==> src/rtl/ccid_frame_pkg.sv <==
package ccid_frame_pkg;
    typedef enum logic [1:0] {
        PH_IDLE = 2'd0,
        PH_LOAD = 2'd1,
        PH_EMIT = 2'd2
    } phase_t;

    localparam logic [7:0] SYNC_BYTE = 8'hFF;
    localparam logic [7:0] MSG_XFER  = 8'h6F;
    localparam logic [7:0] ZERO_BYTE = 8'h00;
    localparam int HDR_BYTES  = 13;   // bytes before the payload
    localparam int FRAME_OVHD = 15;   // header + checksum + postamble
endpackage

==> src/rtl/ccid_payload_store.sv <==
module ccid_payload_store #(
    parameter int DEPTH = 255,
    parameter int AW    = (DEPTH > 1) ? $clog2(DEPTH) : 1
) (
    input  logic          clk,
    input  logic          wr_en,
    input  logic [AW-1:0] wr_addr,
    input  logic [7:0]    wr_data,
    input  logic [AW-1:0] rd_addr,
    output logic [7:0]    rd_data
);
    logic [7:0] mem_q [DEPTH];

    always_ff @(posedge clk) begin
        if (wr_en) mem_q[wr_addr] <= wr_data;
    end

    always_comb begin
        if ({1'b0, rd_addr} < (AW+1)'(DEPTH)) rd_data = mem_q[rd_addr];
        else                                   rd_data = 8'h00;
    end
endmodule

==> src/rtl/ccid_sum_acc.sv <==
module ccid_sum_acc (
    input  logic       clk,
    input  logic       rst_n,
    input  logic       load_en,
    input  logic [7:0] load_val,
    input  logic       add_en,
    input  logic [7:0] add_val,
    output logic [7:0] sum_o
);
    logic [7:0] sum_d, sum_q;

    always_comb begin
        sum_d = sum_q;
        if (load_en)     sum_d = load_val;
        else if (add_en) sum_d = sum_q + add_val;
    end

    always_ff @(posedge clk or negedge rst_n) begin
        if (!rst_n) sum_q <= 8'h00;
        else        sum_q <= sum_d;
    end

    assign sum_o = sum_q;
endmodule

==> src/rtl/ccid_frame_byte.sv <==
module ccid_frame_byte
    import ccid_frame_pkg::*;
#(
    parameter int LW = 8,
    parameter int PW = 9,
    parameter int AW = 8
) (
    input  logic [PW-1:0] pos_i,
    input  logic [LW-1:0] len_i,
    input  logic [7:0]    sum_i,
    input  logic [7:0]    pay_i,
    output logic [AW-1:0] rd_addr_o,
    output logic [7:0]    byte_o,
    output logic          last_o
);
    logic [31:0] len_wide;
    logic [7:0]  len_b [4];
    logic [PW-1:0] pay_end;
    logic [PW-1:0] pay_off;

    assign len_wide = 32'(len_i);

    for (genvar g = 0; g < 4; g++) begin : g_len_b
        assign len_b[g] = len_wide[8*g +: 8];
    end

    always_comb begin
        pay_end   = PW'(HDR_BYTES) + PW'(len_i);
        pay_off   = pos_i - PW'(HDR_BYTES);
        rd_addr_o = AW'(pay_off);
        last_o    = (pos_i == pay_end + PW'(1));
        if (pos_i < PW'(2))               byte_o = ZERO_BYTE;
        else if (pos_i == PW'(2))         byte_o = SYNC_BYTE;
        else if (pos_i == PW'(3))         byte_o = MSG_XFER;
        else if (pos_i < PW'(8))          byte_o = len_b[pos_i[1:0]];
        else if (pos_i < PW'(HDR_BYTES))  byte_o = ZERO_BYTE;
        else if (pos_i < pay_end)         byte_o = pay_i;
        else if (pos_i == pay_end)        byte_o = 8'h00 - sum_i;
        else                              byte_o = ZERO_BYTE;
    end
endmodule

==> src/rtl/ccid_frame_tx.sv <==
module ccid_frame_tx
    import ccid_frame_pkg::*;
#(
    parameter int MAX_LEN = 255,
    parameter int LW = $clog2(MAX_LEN + 1)
) (
    input  logic          clk,
    input  logic          rst_n,
    input  logic          start_i,
    input  logic [LW-1:0] len_i,
    input  logic          in_valid_i,
    input  logic [7:0]    in_data_i,
    output logic          in_ready_o,
    output logic          out_valid_o,
    output logic [7:0]    out_data_o,
    input  logic          out_ready_i,
    output logic          busy_o,
    output logic          err_o
);
    localparam int AW = (MAX_LEN > 1) ? $clog2(MAX_LEN) : 1;
    localparam int PW = $clog2(MAX_LEN + FRAME_OVHD);

    typedef struct packed {
        phase_t        phase;
        logic [LW-1:0] len;
        logic [LW-1:0] cnt;
        logic [PW-1:0] pos;
        logic          err;
    } ctl_t;

    ctl_t ctl_d, ctl_q;

    logic          sum_load, sum_add;
    logic [7:0]    sum_init, sum_q;
    logic          wr_en;
    logic [AW-1:0] rd_addr;
    logic [7:0]    rd_data;
    logic [7:0]    frame_byte;
    logic          frame_last;
    logic [31:0]   start_len_wide;

    assign start_len_wide = 32'(len_i);
    assign sum_init = MSG_XFER + start_len_wide[7:0] + start_len_wide[15:8]
                    + start_len_wide[23:16] + start_len_wide[31:24];

    always_comb begin
        ctl_d     = ctl_q;
        ctl_d.err = 1'b0;
        sum_load  = 1'b0;
        sum_add   = 1'b0;
        wr_en     = 1'b0;
        unique case (ctl_q.phase)
            PH_IDLE: begin
                if (start_i) begin
                    if (len_i == '0 || len_i > LW'(MAX_LEN)) begin
                        ctl_d.err = 1'b1;
                    end else begin
                        ctl_d.phase = PH_LOAD;
                        ctl_d.len   = len_i;
                        ctl_d.cnt   = '0;
                        sum_load    = 1'b1;
                    end
                end
            end
            PH_LOAD: begin
                if (in_valid_i) begin
                    wr_en   = 1'b1;
                    sum_add = 1'b1;
                    if (ctl_q.cnt == ctl_q.len - LW'(1)) begin
                        ctl_d.phase = PH_EMIT;
                        ctl_d.pos   = '0;
                    end else begin
                        ctl_d.cnt = ctl_q.cnt + LW'(1);
                    end
                end
            end
            PH_EMIT: begin
                if (out_ready_i) begin
                    if (frame_last) ctl_d.phase = PH_IDLE;
                    else            ctl_d.pos   = ctl_q.pos + PW'(1);
                end
            end
            default: ctl_d.phase = PH_IDLE;
        endcase
    end

    always_ff @(posedge clk or negedge rst_n) begin
        if (!rst_n) ctl_q <= '0;
        else        ctl_q <= ctl_d;
    end

    ccid_payload_store #(.DEPTH(MAX_LEN), .AW(AW)) u_store (
        .clk     (clk),
        .wr_en   (wr_en),
        .wr_addr (AW'(ctl_q.cnt)),
        .wr_data (in_data_i),
        .rd_addr (rd_addr),
        .rd_data (rd_data)
    );

    ccid_sum_acc u_sum (
        .clk      (clk),
        .rst_n    (rst_n),
        .load_en  (sum_load),
        .load_val (sum_init),
        .add_en   (sum_add),
        .add_val  (in_data_i),
        .sum_o    (sum_q)
    );

    ccid_frame_byte #(.LW(LW), .PW(PW), .AW(AW)) u_byte (
        .pos_i     (ctl_q.pos),
        .len_i     (ctl_q.len),
        .sum_i     (sum_q),
        .pay_i     (rd_data),
        .rd_addr_o (rd_addr),
        .byte_o    (frame_byte),
        .last_o    (frame_last)
    );

    assign in_ready_o  = (ctl_q.phase == PH_LOAD);
    assign out_valid_o = (ctl_q.phase == PH_EMIT);
    assign out_data_o  = frame_byte;
    assign busy_o      = (ctl_q.phase != PH_IDLE);
    assign err_o       = ctl_q.err;
endmodule

==> config.mk <==
export PLATFORM = sky130hd
export DESIGN_NAME = ccid_frame_tx
export DESIGN_NICKNAME = d
export VERILOG_FILES = /design/src/rtl/ccid_frame_pkg.sv /design/src/rtl/ccid_payload_store.sv /design/src/rtl/ccid_sum_acc.sv /design/src/rtl/ccid_frame_byte.sv /design/src/rtl/ccid_frame_tx.sv
export SDC_FILE = /design/constraint.sdc
export NUM_CORES = 2
export LEC_CHECK = 0
export ABC_CLOCK_PERIOD_IN_PS = 6020
export BUFFER_PORTS_ARGS = -buffer_cell sky130_fd_sc_hd__buf_4
export CORE_ASPECT_RATIO = 0.7
export CORE_MARGIN = 10
export CORE_UTILIZATION = 45
export CTS_CLUSTER_SIZE = 25
export DETAILED_ROUTE_END_ITERATION = 12
export PLACE_DENSITY = 0.63
export SLEW_MARGIN = 5
export SYNTH_ARGS = -nofsm -noshare
export SYNTH_HDL_FRONTEND = slang
export SYNTH_SLANG_ARGS = --single-unit
==> constraint.sdc <==
create_clock -name clk -period 6.02 [get_ports clk]
set_clock_uncertainty 0.05 [all_clocks]
set_input_delay 0.301 -clock clk [delete_from_list [all_inputs] [get_ports clk]]
set_output_delay 0.301 -clock clk [all_outputs]
set_load 0.02 [all_outputs]
== After elaboration in Yosys (flattened, before gate mapping) ==
Memory sizes are Yosys's and may differ from the RTL's.
Index checks and enable logic that the tools add are counted.
Word-level totals
  memories: 1
  flip-flop bits (word level): 36
  logic and storage cells: 88
  memory bits (writable): 2040
  input bits: 21
Operators by class
  mux-type cells: 37
  add/subtract/negate cells: 9
  eq/ne operators: 15
  $lt $le $gt $ge: 7
  bitwise logic cells: 2
  reductions and logical operators: 11
Memories
  u_store.mem_q: depth 255, bits a word 8, read ports 1, clocked after Yosys merged registers in 0, write ports 1, line ccid_payload_store.sv:12  | logic [7:0] mem_q [DEPTH];
Operators by type and width (count)
  $mux 8: 13
  $mux 18: 2
  $mux 9: 3
  $add 9x1->9 const B: 2
  $eq 9x2->1 const B: 2
  $eq 9x9->1: 2
  $lt 9x4->1 const B: 2
  $pmux 9 s2: 1
  $mux 17: 1
  $bmux 8 s2: 1
  $pmux 8 s2: 1
  $mux 1: 10
  $ne 2x2->1 const B: 5
  $reduce_and 5->1: 2
  $add 4x8->9 const A: 1
  $lt 9x2->1 const B: 1
  $lt 9x9->1: 1
  $add 7x8->8 const A: 1
  $add 8x1->8 const B: 1
  $add 8x8->8: 1
  $eq 8x8->1: 1
  $gt 8x8->1 const B: 1
  $logic_not 8->1: 1
  $lt 8x8->1 const B: 1
  other kinds (16): 24

== Depth between registers and ports, before layout ==
  word-level depth: 9
  mapped depth: 17
  gate-level depth less buffers: 13

== By module ==
A second synthesis with hierarchy kept.
Second synthesis, totals
  cell total of the unflattened synthesis: 4246
  area total of the unflattened synthesis: 83517.6 sq um
Modules (own cells, without submodules)
  ccid_payload_store: area each 79809.0 sq um, cells an instance 3790, instances 1, sequential area each 61258.8 sq um
  ccid_frame_tx: area each 1757.9 sq um, cells an instance 208, instances 1, sequential area each 700.7 sq um
  ccid_frame_byte: area each 1251.2 sq um, cells an instance 168, instances 1, sequential area each 0.0 sq um
  ccid_sum_acc: area each 699.4 sq um, cells an instance 80, instances 1, sequential area each 200.2 sq um

== Worst setup path after synthesis ==
OpenSTA, ideal clock, no wires.
  path type: register to output
  from: register ctl_q[1] in the netlist's numbering
  to: output port out_data_o[2]
  data required time: 5.669 ns
  arrival: 3.670 ns
  setup slack: 1.999 ns
  stages on the path, launching flop included: 16
  path through: dfrtp_1 -> buf_4 -> buf_6 -> buf_6 -> inv_1 -> ha_1 -> buf_4 -> buf_6 -> clkbuf_1 -> clkbuf_1 -> mux4_2 -> mux4_2 -> a22oi_1 -> o21ai_1 -> o211ai_1 -> o221ai_1
On the way
  longest elaborated chain between the ends: 9
  elaborated cells between the ends (all ways): 22
Ends and longest elaborated chain
  from (decl): line ccid_frame_tx.sv:31  | ctl_t ctl_d, ctl_q;
  from (signal assigned): line ccid_frame_tx.sv:89  | else ctl_q <= ctl_d;
  $sub 8x4->8: line ccid_frame_byte.sv:29  | pay_off = pos_i - PW'(HDR_BYTES);
  $mem_v2 255x8 / $lt 8x8->1 (equally long branches)
  $mux 8: line ccid_payload_store.sv:19  | if ({1'b0, rd_addr} < (AW+1)'(DEPTH)) rd_data = mem_q[rd_addr];
  $mux 8: line ccid_frame_byte.sv:37  | else if (pos_i < pay_end) byte_o = pay_i;
  $mux 8: line ccid_frame_byte.sv:36  | else if (pos_i < PW'(HDR_BYTES)) byte_o = ZERO_BYTE;
  $mux 8: line ccid_frame_byte.sv:35  | else if (pos_i < PW'(8)) byte_o = len_b[pos_i[1:0]];
  $mux 8: line ccid_frame_byte.sv:34  | else if (pos_i == PW'(3)) byte_o = MSG_XFER;
  $mux 8: line ccid_frame_byte.sv:33  | else if (pos_i == PW'(2)) byte_o = SYNC_BYTE;
  $mux 8 *: line ccid_frame_byte.sv:32  | if (pos_i < PW'(2)) byte_o = ZERO_BYTE;
  to (decl): line ccid_frame_tx.sv:15  | output logic [7:0] out_data_o,
Mark *: on every way between the ends. The rest lies on a longest branch, timed or not. The select of a mux whose other input is x is not followed.

== Worst setup path in the final report ==
  from: register ctl_q[2] in the netlist's numbering
  to: output port out_data_o[5]
Same word-level chain as after synthesis.

==> key figures <==
Cells and area
  – Post-Layout Cell Count: 6630
  – Final #Nets: just over 4000
  – Area Growth Syn to Fin: 11.2%
  – Layout fillers: 14400
  – Layout cell share with drive strength beyond 1: 0.246

Power and ir drop
  – Int Power: 24.8 mW
  – Cell Pwr Density: 366 nW/um^2
  – Gate power share: 0.173
  – Sw Share: 0.262
  – Total power: between 30 and 40 mW
  – Seq pwr share: 0.483
  – VDD IR-drop max: 377 uV
  – Lkg Pwr: 27.7 nW
  – Clock power frac: 0.344
  – Sw Pwr: 8.82 mW

GRT
  – M2 GR Usage: 0.290
  – Initial antenna violation count: 5
  – Routing usage on met1: 0.320
  – First-pass GRT wire length: just over 300000 um
  – GRT Residual Overflow: 0
  – Largest net degree at the start of global routing: ~180
  – Total GRT Usage: 0.206
  – Vias in the first global route: 39800
  – Gr busiest metal: met1
  – Met3 usage: 0.0574

Placed design
  – IO Port Bufs: 32
  – RD Place Congestion: 0.828
  – Dpl cells: 6278
  – DP Wirelength: 128000 um

Synth
  – Prevailing post-synth register cell: edfxtp_1
  – Register bit total from synthesis: between 2000 and 2500
  – Mapped Area: 82800 sq um
  – Yosys warns: 0
  – Share of async-settable or async-resettable flops after synthesis: 0.0173
  – Avg Inst Size Synth: 21.1 sq um
  – Mapped Nets: 3978
  – Sequential-to-total area share from yosys stat: 0.751
  – Mapped Cells: 3927
  – EDFF count, synth: roughly 2000
  – Synth unique cells: 77

STA
  – Final Critical Period: 6.05 ns
  – Final period util: 1.01
  – Relative slew slack: 0.0925
  – Least-Margin Pin Slew: 1.36 ns
  – Final hold violation count: 0
  – Setup WS post-layout: -0.0301 ns
  – Worst hold margin: 0.0505 ns
  – Setup Viol. Count Final: 1
  – RSZ-0062 raised after global routing: no
  – Final slew viol count: 0
  – Upper clock frequency limit: 165 MHz

Floorplanning
  – Die width: 533 um
  – CORE AREA: 183000 sq um
  – Die Y-Extent: 379 um
  – Initial Util: 0.453
  – Die area: 202000 sq um
  – Num rows: 131
  – I/O Pins: 33

Worst setup path
  – CP max FO: 35
  – Critical path required time: 5.67 ns
  – R2R setup slack: around 1.4 ns
  – Worst setup EP type: primary output
  – Setup CP Type: reg -> out
  – Startpoint Class: flip-flop
  – Crit path DAT: between 5 and 6 ns

Detailed routing
  – WL final: about 210000 um
  – DRC: 0
  – 1st-pass router iterations: 8
  – Vias: just over 40000
  – Initial DRC count: 6027
  – Drt wl/cell: 31.8 um
  – Vias/cell: 6.20
  – Post-DRT Antenna Nets: 0

Worst hold path
  – HP Class: in -> reg

Clock tree
  – Clk Latency, worst-skew pair: 0.82 ns
  – Clk sinks: 2076
  – Resize count post-CTS: 0
  – TritonCTS clock tree: done
  – Clock buffer count from CTS: 180
  – CTS Buffer Depth: 3
  – CTS Root Cell: clkbuf_16
  – H-tree depth: 4
  – Worst-path clk slew: 0.06 ns

Run status
  – Status: complete, but fails checks
  – Failing checks: setup timing

Run
  – Max cap viols: 0
## state kept, by name, summed over array words and instances, names as in the netlist
signal and count:
err_o 1, u_store.mem_q 2040, u_sum.sum_o 8, ctl_q 27
## final timing paths
path | start | endpoint | cells past startpoint
worst max-delay path | ctl_q[2] | out_data_o[5] | 12
worst min-delay path | in_data_i[5] | u_store.mem_q[52][5] | 1
worst max register to register | ctl_q[26] | u_store.mem_q[205][6] | 4
worst min register to register | u_sum.sum_o[1] | u_sum.sum_o[1] | 2
max in group asynchronous | rst_n | ctl_q[1] | 4
min in group asynchronous | rst_n | ctl_q[12] | 4
## cell usage after synthesis, types with 6 or more instances
cell,number,area (sq um)
nor2_1,309,1160
nand4_1,24,150
buf_6,17,191
or4_1,6,45.0
mux4_2,606,13600
edfxtp_1,2040,61300
xnor2_1,33,289
and3_1,8,50.1
mux2i_1,43,430
nor4_1,7,43.8
a211oi_1,12,90.1
buf_2,54,270
xor2_1,26,228
o31ai_1,6,45.0
clkbuf_1,114,428
nor3_1,22,110
a22oi_1,10,75.1
o21ai_1,11,55.1
and2_1,8,50.1
inv_1,18,67.6
ha_1,29,363
o22ai_1,7,43.8
nand2_1,157,589
nand3_1,66,330
nor2b_1,12,75.1
buf_4,40,300
a21oi_1,43,215
mux2_2,7,78.8
a32oi_1,13,114
a31oi_1,9,56.3
o211ai_1,8,60.1
o21ai_0,29,145
or3_1,12,75.1
dfrtp_1,36,901
nand2b_1,7,43.8
## cell type report
class	instances	area, sq um	area share
diodes	1	2.50	0.0000272
clock buffers	223	4710	0.0511
clock inverters	107	1080	0.0117
inverters	18	67.6	0.000734
multi-input cells	1598	19500	0.212
flip-flops and latches	2076	62200	0.675
well taps	2460	3080	0.0334
repair buffers	147	1480	0.0161
## critical path: stages, from the launching register on
cell and delay, ns:
dfrtp_1 0.68, inv_1 0.23, ha_4 0.62, buf_12 0.27, buf_12 0.27, mux4_2 0.36
mux4_2 0.51, nand2_1 0.11, a21oi_1 0.20, o31a_1 0.39, o31ai_1 0.68, o21ai_1 0.25
buf_4 0.23
## per-stage QoR
stage / setup WS (ns) / area [sq um] / utilization / TNS [ns]
floorplan: 2.00 / 82800 / - / 0
global placement: 0.940 / 86000 / 0.471 / 0
detailed placement: 1.00 / 86000 / 0.471 / 0
CTS: 0.100 / 92100 / 0.504 / 0
global route: 0.000608 / 92100 / 0.504 / 0
finish: -0.0301 / 92100 / 0.504 / -0.0301
## cells by family after synthesis
group           synth area share
xor+xnor                 0.00677
fa+ha+maj                0.00463
buf+inv                   0.0157
compound gates            0.0153
mux                        0.171
simple gates              0.0355
flops                      0.751
## power groups by stage
stage	combinational (mW)	clock, mW	sequential, mW
after floorplan	3.95	0	16.4
after global placement	5.77	0	16.6
after detailed placement	5.80	0	16.6
after CTS	5.84	11.7	16.2
after global routing	6.17	12.3	16.3
final	5.84	11.6	16.3
## per-layer routing
layer / wire length (um) / share of wire / vias up
met5: 0 / 0 / -
met3: 23200 / 0.11 / 300
met2: 91000 / 0.43 / 2234
met1: 92100 / 0.44 / 22100
met4: 4760 / 0.023 / 0
li1: - / - / 16500
## timing repair
| item | in CTS | in global routing |
|---|---|---|
| hold endpoints to repair | 220 | 0 |
| endpoints found under the setup margin | 0 | 0 |
| hold buffers | 21 | 0 |
| buffers inserted | 0 | 0 |
## cell usage in the layout (no fill, tap or decap), types with 22 or more instances in the layout
cell	count
clkinv_1	42
clkbuf_1	41
buf_12	22
clkinv_2	28
clkbuf_16	182
ha_1	28
a21oi_1	43
nor3_1	22
mux4_2	606
nand3_1	51
nor2_1	308
mux2i_1	43
o21ai_0	29
nand2_1	156
edfxtp_1	2040
xnor2_1	30
nand4_1	24
xor2_1	22
buf_4	97
dfrtp_1	35
Note: power is estimated with default switching activity, not from simulation.
